<file path="src/rtl/pwr_seq_ctrl.sv">
module pwr_seq_ctrl #(
  parameter int N_XING = 8,
  parameter int CNT_W = 16,
  parameter logic [N_XING-1:0] SAFE_VAL = 8'hA5,
  parameter logic [CNT_W-1:0] DEF_SETTLE = 16'd10000
) (
  input  logic              clk,
  input  logic              rst_n,
  input  logic              pwr_req,
  input  logic [CNT_W-1:0]  settle_cycles,
  input  logic [N_XING-1:0] dom_out,
  output logic              sw_en,
  output logic              iso_en,
  output logic              dom_rst_n,
  output logic [1:0]        phase,
  output logic              ready,
  output logic [N_XING-1:0] aon_in
);

  typedef enum logic [2:0] {
    S_OFF, S_UP_SW, S_UP_ISO, S_ON, S_DN_RST, S_DN_ISO
  } st_t;

  st_t              st;
  logic [CNT_W-1:0] cnt;
  logic [CNT_W-1:0] wait_q;

  always_ff @(posedge clk or negedge rst_n) begin
    if (!rst_n) begin
      st     <= S_OFF;
      cnt    <= '0;
      wait_q <= DEF_SETTLE;
    end else begin
      case (st)
        S_OFF: if (pwr_req) begin
          st     <= S_UP_SW;
          cnt    <= '0;
          wait_q <= (settle_cycles == '0) ? DEF_SETTLE : settle_cycles;
        end
        S_UP_SW: begin
          if (cnt == wait_q - 1'b1) st <= S_UP_ISO;
          else cnt <= cnt + 1'b1;
        end
        S_UP_ISO: st <= S_ON;
        S_ON:     if (!pwr_req) st <= S_DN_RST;
        S_DN_RST: st <= S_DN_ISO;
        S_DN_ISO: st <= S_OFF;
        default:  st <= S_OFF;
      endcase
    end
  end

  assign sw_en     = (st != S_OFF);
  assign iso_en    = (st == S_OFF) || (st == S_UP_SW) || (st == S_DN_ISO);
  assign dom_rst_n = (st == S_ON);
  assign ready     = (st == S_ON);

  always_comb begin
    case (st)
      S_OFF:               phase = 2'd0;
      S_UP_SW, S_UP_ISO:   phase = 2'd1;
      S_ON:                phase = 2'd2;
      default:             phase = 2'd3;
    endcase
  end

  for (genvar i = 0; i < N_XING; i++) begin : g_clamp
    assign aon_in[i] = iso_en ? SAFE_VAL[i] : dom_out[i];
  end

endmodule


</file>
<file path="config.mk">
export PLATFORM = sky130hd
export DESIGN_NAME = pwr_seq_ctrl
export DESIGN_NICKNAME = d
export VERILOG_FILES = /design/src/rtl/pwr_seq_ctrl.sv
export SDC_FILE = /design/constraint.sdc
export NUM_CORES = 1
export LEC_CHECK = 0
export BUFFER_PORTS_ARGS = -buffer_cell sky130_fd_sc_hd__buf_2
export CELL_PAD_IN_SITES_DETAIL_PLACEMENT = 0
export CELL_PAD_IN_SITES_GLOBAL_PLACEMENT = 1
export CORE_MARGIN = 4
export CORE_UTILIZATION = 42
export CTS_CLUSTER_SIZE = 40
export DETAILED_ROUTE_END_ITERATION = 6
export PLACE_DENSITY_LB_ADDON = 0.1
export SLEW_MARGIN = 20
export SYNTH_ARGS = -nofsm -noshare
export SYNTH_HDL_FRONTEND = slang
export SYNTH_SLANG_ARGS = --single-unit
</file>
<file path="constraint.sdc">
create_clock -name clk -period 3.5 [get_ports clk]
set_input_delay 0.7 -clock clk [delete_from_list [all_inputs] [get_ports clk]]
set_output_delay 0.7 -clock clk [all_outputs]
set_load 0.03 [all_outputs]
</file>
==> flow_summary_export.csv, run 1 <==
group,metric,value,unit
clock_tree,cts_hold_buf,0,
power,cellLeakagePower,0.00117,uW
cells_and_area,nets,341,
cells_and_area,syn_to_final_growth,14.6,%
setup_path,crit_type,"reg -> reg",
placed_design,numPortBuffers,40,
sta,tightest_slew,0.751,ns
sta,rsz0062_at_grt,"false",
clock_tree,cts-buffers-inserted,5,
floorplanning,num_io_pins,41,
setup_path,path_delay_family,"simple AND/OR/NAND/NOR gates",
detailed_routing,finalWirelength,5400,um
min_path,hold_path_class,"in -> async",
cells_and_area,drive_gt1_share,21.1,%
global_route,grt_overflow,0,
setup_path,rr_startpoint,"wait_q[0]",
setup_path,cp_max_fo,11,
placed_design,dp_cells,375,
sta,relSlewSlack,49.9,%
clock_tree,path_clk_slew,0.07,ns
clock_tree,cts_tree,"built",
synth,synth_edf_count,0,
setup_path,cp-start-kind,"flip-flop",
clock_tree,clock_latency,0.28,ns
detailed_routing,routedWlPerCell,14.1,um
outcome,status,"finished clean",
floorplanning,rows,26,
sta,fmax,306,MHz
synth,syn_area,0.00234,mm2
synth,synth_cells,275,
power,p_per_area,692,mW/mm2
detailed_routing,drtIter0Drc,99,
sta,timing.hold.ws,0.485,ns
placed_design,place_congestion,0.825,
sta,clock_skew,0.00373,ns
synth,synth_seq_cells,35,
clock_tree,cts_max_level,2,
clock_tree,cts.root.buffer_cell,"clkbuf_8",
sta,finalCritPeriodShare,93.4,%
global_route,grt_pass1_wl,9420,um
sta,report.final.hold_viol_count,0,
floorplanning,start_util,44.5,%
global_route,grt_max_degree,36,
setup_path,cpPeakStageDelay,0.52,ns
synth,yosysWarnings,0,
detailed_routing,drc_errors,0,
setup_path,crit_arrival,3.47,ns
setup_path,reg2reg_depth,10,
floorplanning,die-area,0.00684,mm2
setup_path,end_kind,"flip-flop",
floorplanning,die_h,82.7,um
detailed_routing,dr.pass1.iters,4,
synth,synthArstFlopShare,100,%
clock_tree,cts_resized,0,
power,ir_worst_vdd,385,uV
floorplanning,die_w,82.7,um
synth,syn_nets,304,
cells_and_area,stdcell_count,383,
cells_and_area,seq_area,882,um2
synth,ys.flop_type,"dfrtp_1",
setup_path,cp_num_cells,10,
sta,setup_viol,0,
sta,drv_slew,0,
sta,tns,0,ns
synth,syn_avg_cell_area,8.53,um2
cells_and_area,n_fill_cell,530,
sta,layout_min_cycle_time,3.27,ns
synth,synth.distinct_cells,51,
setup_path,crit_chain,"inv_1 > ha_1 > or4b_1 > o21a_1 > or3_1 > a21o_1 > a2111o_1 > or2_1 > a31o_2 > a21oi_1",
global_route,antenna_found_initial,0,
detailed_routing,ant_nets,0,
setup_path,cp_num_buf_inv,1,
global_route,grt_pass1_vias,2011,
floorplanning,core-area,0.00527,mm2
setup_path,cpMaxStageDelayCell,"or4b_1",
setup_path,crit_start,"wait_q[0]",
job,drv_cap,0,
cells_and_area,antenna_cells,0,
global_route,grt_use_total,17.8,%
cells_and_area,multiInputGateArea,0.00134,mm2
clock_tree,cts.sinks,35,
synth,yosysSeqAreaShare,37.6,%
placed_design,place_hpwl,4100,um
setup_path,critPathRequiredTime,3.70,ns
detailed_routing,viasPerCell,5.49,
detailed_routing,vias,2101,
clock_tree,cts_buffer_depth,2,
clock_tree,post_cts_buffers,0,
==> layer usage <==
metal  share of wire, %  global-route usage [%]  wire, um  vias to the layer above
met5                  0                       0         0                        -
met4               0.69                    3.76        37                        0
li1                   -                       -         -                     1069
met2                 42                    25.8      2250                       66
met1                 51                    26.3      2740                      961
met3                6.8                    5.10       365                        5
==> cells in the mapped netlist, types with 5 or more instances <==
cell type	count	area, um2
inv_1	10	37.5
nand3_1	5	25.0
nor2_1	17	63.8
xnor2_1	6	52.6
a21oi_1	10	50.1
nor4_1	8	50.1
dfstp_2	5	131
o22a_1	5	43.8
nand4_1	10	62.6
nor3_1	10	50.1
or2_2	5	31.3
o21ai_0	12	60.1
mux2i_1	8	80.1
nand2_1	43	161
nor2b_1	6	37.5
clkbuf_1	9	33.8
dfrtp_1	30	751
or3_1	6	37.5
xor2_1	11	96.3
==> where the power goes <==
part	switching, uW	internal [uW]
Combinational	353	358
Sequential	250	577
Clock	142	180
==> stage by stage <==
| stage | utilization [%] | total power [uW] | instance area (um2) | setup WS [ns] |
|---|---|---|---|---|
| final | 51.0 | 1860 | 2690 | 0.231 |
| after global routing | 51.0 | 2030 | 2690 | 0.0367 |
| after CTS | 51.0 | 1870 | 2690 | 0.225 |
| after global placement | 49.1 | 1530 | 2590 | 0.338 |
| after detailed placement | 49.1 | 1540 | 2590 | 0.233 |
| after floorplan | - | 1350 | 2340 | 0.299 |
==> cells by family (layout without fill, tap and decap cells) <==
| logic type | count (synthesis) | in the layout | synth area share [%] |
|---|---|---|---|
| muxes | 9 | 9 | 3.90 |
| AOI/OAI and AO/OA | 54 | 54 | 16.2 |
| xor gates and xnor gates | 17 | 17 | 6.35 |
| and+or+nand+nor | 133 | 133 | 29.7 |
| buffers and inverters | 25 | 63 | 5.12 |
| adders and majority gates | 2 | 2 | 1.07 |
| DFF | 35 | 35 | 37.6 |
==> sequential cells by signal, indices dropped and copies added, names as in the netlist <==
signal and count:
wait_q 16, cnt 16, st 3
==> cells in the final DEF, fill, tap and decap left out, types with 6 or more instances in the layout <==
master,netlist,final
xor2_1,11,11
nor4_1,8,8
xnor2_1,6,6
nand4_1,10,10
o21ai_0,12,12
or3_1,6,6
inv_1,10,10
nand2_1,43,43
buf_2,0,40
dfrtp_1,30,30
mux2i_1,8,8
nor3_1,10,10
nor2_1,17,17
nor2b_1,6,6
clkbuf_8,0,7
a21oi_1,10,10
==> worst reg2reg max path, stage by stage, from the launching register on <==
cell and delay, ns:
dfrtp_1 0.43, inv_1 0.10, ha_1 0.16, or4b_1 0.52, o21a_1 0.21, or3_1 0.34, a21o_1 0.18, a2111o_1 0.44
or2_1 0.39, a31o_2 0.29, a21oi_1 0.12
==> layout make-up <==
class,instances,area share [%]
multi-input combinational,215,50.0
sequential,35,32.8
timing repair buffer,45,8.85
clock buffer,8,3.72
tap,70,3.26
inverter,10,1.40
==> path summary, 6_finish.rpt <==
check                             endpoint  slack, ns
worst max register to register      cnt[2]       0.23
worst max-delay path                cnt[2]       0.23
worst min-delay path               cnt[10]       0.48
worst min register to register  wait_q[15]       0.50
max in group asynchronous        wait_q[2]       2.54
min in group clk                wait_q[15]       0.50
No activity file was read; power rests on OpenSTA's default activity.
==> run 2: changes to the inputs <==
BUFFER_PORTS_ARGS = -buffer_cell sky130_fd_sc_hd__buf_4   (was -buffer_cell sky130_fd_sc_hd__buf_2)
==> run 2 against run 1 <==
First-iteration DRC count increased by 7.1%; non-clock buffer count unchanged; clock power decreased by 12%.
==> flow_summary_export.csv, run 2 (same netlist as run 1, synthesis figures left out) <==
group,metric,value,unit
min_path,hold_path_class,"in -> async",
global_route,antenna_found_initial,0,
clock_tree,post_cts_buffers,0,
clock_tree,cts_max_level,2,
setup_path,r2r_setup_slack,0.27,ns
detailed_routing,drtIter0Drc,106,
clock_tree,cts-buffers-inserted,5,
global_route,grt_pass1_vias,2058,
detailed_routing,ant_nets,0,
power,intPower,1080,uW
sta,setup_viol,0,
setup_path,critPathRequiredTime,3.71,ns
cells_and_area,antenna_cells,0,
global_route,grt_max_degree,36,
global_route,grt_pass1_wl,9650,um
global_route,grt_use_total,18.3,%
power,p_per_area,662,mW/mm2
clock_tree,cts_buffer_depth,2,
power,ir_worst_vdd,380,uV
clock_tree,path_clk_slew,0.07,ns
detailed_routing,viasPerCell,5.46,
floorplanning,die-area,0.00684,mm2
setup_path,cp_max_fo,11,
detailed_routing,routedWlPerCell,14.5,um
power,power,1830,uW
sta,timing.hold.ws,0.355,ns
power,cellLeakagePower,0.00120,uW
setup_path,cp-start-kind,"flip-flop",
cells_and_area,drive_gt1_share,20.8,%
sta,tns,0,ns
placed_design,numPortBuffers,40,
setup_path,crit_type,"reg -> reg",
setup_path,end_kind,"flip-flop",
outcome,status,"finished clean",
floorplanning,die_w,82.7,um
sta,finalCritPeriodShare,92.4,%
cells_and_area,n_fill_cell,509,
cells_and_area,final_cell_mix,"45 x buf_4, 43 x nand2_1, 30 x dfrtp_1, 17 x nor2_1, 12 x o21ai_0",
power,net-switching-power,750,uW
detailed_routing,vias,2092,
power,p_comb_share,39.2,%
detailed_routing,drc_errors,0,
floorplanning,num_io_pins,41,
sta,fmax,309,MHz
cells_and_area,syn_to_final_growth,18.1,%
sta,report.final.hold_viol_count,0,
sta,tightest_slew,0.694,ns
clock_tree,cts_tree,"built",
detailed_routing,dr.pass1.iters,4,
sta,layout_min_cycle_time,3.23,ns
global_route,grt_overflow,0,
cells_and_area,nets,341,
clock_tree,cts.sinks,35,
floorplanning,core-area,0.00527,mm2
floorplanning,die_h,82.7,um
sta,drv_slew,0,
clock_tree,clock_latency,0.29,ns
clock_tree,cts.root.buffer_cell,"clkbuf_8",
placed_design,place_hpwl,4230,um
sta,relSlewSlack,53.8,%
setup_path,reg2reg_depth,10,
detailed_routing,finalWirelength,5540,um
power,switching_share,40.9,%
placed_design,place_congestion,0.813,
cells_and_area,mostFrequentLayoutCell,"buf_4",
power,p_seq_share,45.3,%
sta,rsz0062_at_grt,"false",
clock_tree,cts_resized,0,
sta,clock_skew,0.00625,ns
floorplanning,start_util,44.5,%
cells_and_area,reg_top3,"cnt x16, wait_q x16, st x3",
setup_path,crit_arrival,3.44,ns
floorplanning,rows,26,
power,power_frac_clock,15.5,%
job,drv_cap,0,
clock_tree,cts_hold_buf,0,
-- run 2: changes by cell type in the layout (fill, tap and decap cells not counted), sizes merged --
cell	before	now
clkbuf	8	7
clkinv	0	1
-- run 2: stage by stage --
stage	cells	utilization (%)	worst slack [ns]	cell area [um2]
floorplan	275	-	0.299	2340
global placement	375	51.0	0.333	2690
detailed placement	375	51.0	0.287	2690
CTS	383	52.5	0.270	2770
global route	383	52.5	0.0643	2770
finish	383	52.5	0.267	2770
-- run 2: final timing paths --
check                           startpoint    endpoint
worst max-delay path             wait_q[0]      cnt[2]
worst min-delay path                 rst_n  wait_q[11]
worst max register to register   wait_q[0]      cnt[2]
worst min register to register  wait_q[15]  wait_q[15]
max in group asynchronous            rst_n   wait_q[4]
min in group clk                wait_q[15]  wait_q[15]
-- run 2: cell type report --
type / count / area (um2) / area share, %
Multi-Input combinational cell: 215 / 1340 / 48.5
Sequential cell: 35 / 882 / 31.9
Timing Repair Buffer: 45 / 338 / 12.2
Tap cell: 70 / 87.6 / 3.16
Clock buffer: 7 / 76.3 / 2.76
Inverter: 10 / 37.5 / 1.36
Clock inverter: 1 / 5.00 / 0.181
-- run 2: power groups by stage --
stage	registers [uW]	logic, uW	clock network [uW]
floorplan	723	627	0
global placement	832	709	0
detailed placement	833	719	0
CTS	828	724	291
global route	866	827	313
finish	831	720	284
-- run 2: critical path, stage by stage, from the launching register on --
cell     delay, ns
dfrtp_1       0.43
inv_1         0.11
ha_1          0.16
or4b_1        0.51
o31a_1        0.28
or3_1         0.34
a21o_1        0.18
a221o_1       0.36
or2_1         0.39
a31o_2        0.28
a21oi_1       0.11
-- run 2: per-layer routing --
| layer | GRT usage, % | part of all wire (%) | vias to the layer above |
|---|---|---|---|
| met5 | 0 | 0 | - |
| met4 | 4.90 | 0.79 | 0 |
| met3 | 3.69 | 4.5 | 5 |
| met2 | 26.7 | 43 | 51 |
| met1 | 27.3 | 51 | 961 |
| li1 | - | - | 1075 |
==> run 3: changes to the inputs <==
ABC_AREA = 1   (was unset)
CORE_UTILIZATION = 41   (was 42)
clock period = 3 ns   (was 3.5 ns; I/O delays follow)
==> run 3 against run 2 <==
Critical path depth up 3; count of clock-buffer cells in the layout decreased by 1; sequential share of layout area decreased by 4.8 points; core utilization decreased by 4.2 points; cell area grew 18%; final cell count up 41%; synthesized cell count increased by 54%; setup slack improved by 0.40 ns; synthesized area grew 21%; sequential cell count unchanged; critical endpoint is now cnt[1].
==> flow_summary_export.csv, run 3 <==
group,metric,value,unit
floorplanning,rows,30,
sta,fmax,429,MHz
synth,syn_area,0.00284,mm2
clock_tree,cts_hold_buf,0,
detailed_routing,dr.pass1.iters,4,
detailed_routing,finalWirelength,7450,um
cells_and_area,n_fill_cell,715,
clock_tree,cts-buffers-inserted,5,
synth,synth_common_cells,"115 x nand2_1, 59 x nor2_1, 49 x inv_1",
clock_tree,path_clk_slew,0.07,ns
detailed_routing,vias,2741,
global_route,antenna_found_initial,0,
detailed_routing,ant_nets,0,
sta,setup_viol,0,
setup_path,crit_type,"reg -> reg",
clock_tree,cts_buffer_depth,2,
synth,ys.flop_type,"dfrtp_1",
synth,syn_nets,453,
sta,clock_skew,0.00562,ns
global_route,grt_use_total,18.4,%
synth,synth_seq_cells,35,
synth,synth_most_common_cell,"nand2_1",
cells_and_area,drive_gt1_share,19.6,%
floorplanning,num_io_pins,41,
cells_and_area,reg_top3,"cnt x16, wait_q x16, st x3",
power,p_per_area,867,mW/mm2
setup_path,cp-start-kind,"flip-flop",
synth,synth_edf_count,0,
cells_and_area,syn_to_final_growth,14.9,%
global_route,grt_overflow,0,
sta,relSlewSlack,47.9,%
sta,finalCritPeriodShare,77.6,%
sta,tightest_slew,0.779,ns
synth,synth_area_leader_cell,"dfrtp_1",
setup_path,critPathRequiredTime,3.18,ns
global_route,grt_pass1_wl,12400,um
setup_path,cpPeakStageDelay,0.41,ns
clock_tree,clock_latency,0.29,ns
placed_design,numPortBuffers,40,
synth,yosysWarnings,0,
synth,synth_cells,424,
placed_design,preCtsSetupSlack,0.659,ns
cells_and_area,nets,488,
floorplanning,die-area,0.00832,mm2
detailed_routing,viasPerCell,5.08,
outcome,status,"finished clean",
clock_tree,post_cts_buffers,0,
clock_tree,cts.root.buffer_cell,"clkbuf_8",
placed_design,place_congestion,0.870,
sta,setup_ws,0.671,ns
floorplanning,die_w,91.2,um
sta,drv_slew,0,
global_route,grt_max_degree,36,
setup_path,cpMaxStageDelayCell,"dfrtp_1",
synth,synth_top_area_share,26.4,%
synth,synth.area.top_cells,"dfrtp_1 26%, nand2_1 15%, nand3_1 8.5%",
placed_design,place_hpwl,5780,um
cells_and_area,antenna_cells,0,
setup_path,crit_arrival,2.51,ns
synth,syn_avg_cell_area,6.70,um2
sta,timing.hold.ws,0.252,ns
synth,synthArstFlopShare,100,%
power,cellLeakagePower,0.00163,uW
sta,rsz0062_at_grt,"false",
floorplanning,start_util,42.0,%
cells_and_area,final_cell_mix,"115 x nand2_1, 59 x nor2_1, 49 x inv_1, 48 x nand3_1, 43 x buf_4",
clock_tree,cts_resized,0,
cells_and_area,mostFrequentLayoutCell,"nand2_1",
clock_tree,cts_max_level,2,
clock_tree,cts_tree,"built",
setup_path,cp_max_fo,16,
job,drv_cap,0,
floorplanning,die_h,91.2,um
sta,layout_min_cycle_time,2.33,ns
sta,report.final.hold_viol_count,0,
clock_tree,cts.sinks,35,
floorplanning,core-area,0.00676,mm2
min_path,hold_path_class,"in -> async",
synth,yosysSeqAreaShare,31.1,%
global_route,grt_pass1_vias,2521,
synth,synth.distinct_cells,33,
detailed_routing,drc_errors,0,
setup_path,end_kind,"flip-flop",
sta,tns,0,ns
setup_path,path_common_cell,"nand2_1",
setup_path,crit_chain,"inv_2 > ha_1 > nand2_1 > nor2_1 > nand2_1 > nand2_1 > nand2_1 > nor2_1 > nand4_1 > nor2_1 > nand3_2 > nand3_1 > nand2_1",
power,ir_worst_vdd,482,uV
detailed_routing,drtIter0Drc,156,
detailed_routing,routedWlPerCell,13.8,um
cells_and_area,final_util,48.3,%
[run 3: cell types whose count changed in the layout (fill, tap and decap cells not counted), moves of 5 or more]
cell | previous run | this run
inv_1 | 10 | 49
o22a_1 | 5 | 0
nand2_2 | 0 | 5
nor2_2 | 0 | 5
nor2b_1 | 6 | 1
or3_1 | 6 | 0
nand3_1 | 5 | 48
nor2_1 | 17 | 59
nand3_2 | 0 | 13
mux2i_1 | 8 | 0
nand2_1 | 43 | 115
a21oi_1 | 10 | 1
xnor2_1 | 6 | 14
[run 3: final timing paths]
check | endpoint | startpoint | slack, ns | depth (start not counted)
worst max-delay path | cnt[1] | wait_q[0] | 0.67 | 13
worst min-delay path | cnt[1] | rst_n | 0.25 | 1
worst max register to register | cnt[1] | wait_q[0] | 0.67 | 13
worst min register to register | wait_q[15] | wait_q[15] | 0.50 | 2
max in group asynchronous | wait_q[8] | rst_n | 2.39 | 1
min in group clk | wait_q[15] | wait_q[15] | 0.50 | 2
[run 3: logic make-up after synthesis]
kind of cell	after synthesis	share of synthesized area [%]
and+or+nand+nor	276	46.2
buffers and inverters	67	9.87
DFF	35	31.1
xor gates and xnor gates	27	8.33
AOI/OAI and AO/OA	17	3.70
adders and majority gates	2	0.881
[run 3: metal layers]
layer	track usage, %	vias to the layer above	part of all wire [%]
met1	26.5	1274	49
met5	0	-	0
met2	29.2	57	46
met4	3.89	0	0.91
met3	2.98	6	4.2
li1	-	1404	-
[run 3: cell type report]
cell class,count,area [um2],area share (%)
multi-input cells,322,1680,51.4
flip-flops and latches,35,882,27.0
repair buffers,43,323,9.89
inverters,52,195,5.98
well taps,80,100,3.07
clock buffers,6,72.6,2.22
clock inverters,2,12.5,0.383
[run 3: critical path, delay by kind of cell (launching register included)]
| family | cells | cell delay (ns) |
|---|---|---|
| adder cells (fa/ha/maj) | 1 | 0.22 |
| flip-flops | 1 | 0.41 |
| buffers and inverters | 1 | 0.13 |
| AND/OR/NAND/NOR | 11 | 1.44 |
[run 3: report_power, final]
group          switching, uW  internal, uW
registers                192           634
clock network            182           162
logic                   1100           559
[run 3: per-stage QoR]
stage	std cells	power (uW)	cell area, um2
finish	540	2830	3260
floorplan	424	2050	2840
global placement	532	2500	3180
global route	540	3100	3260
detailed placement	532	2500	3180
CTS	540	2860	3260
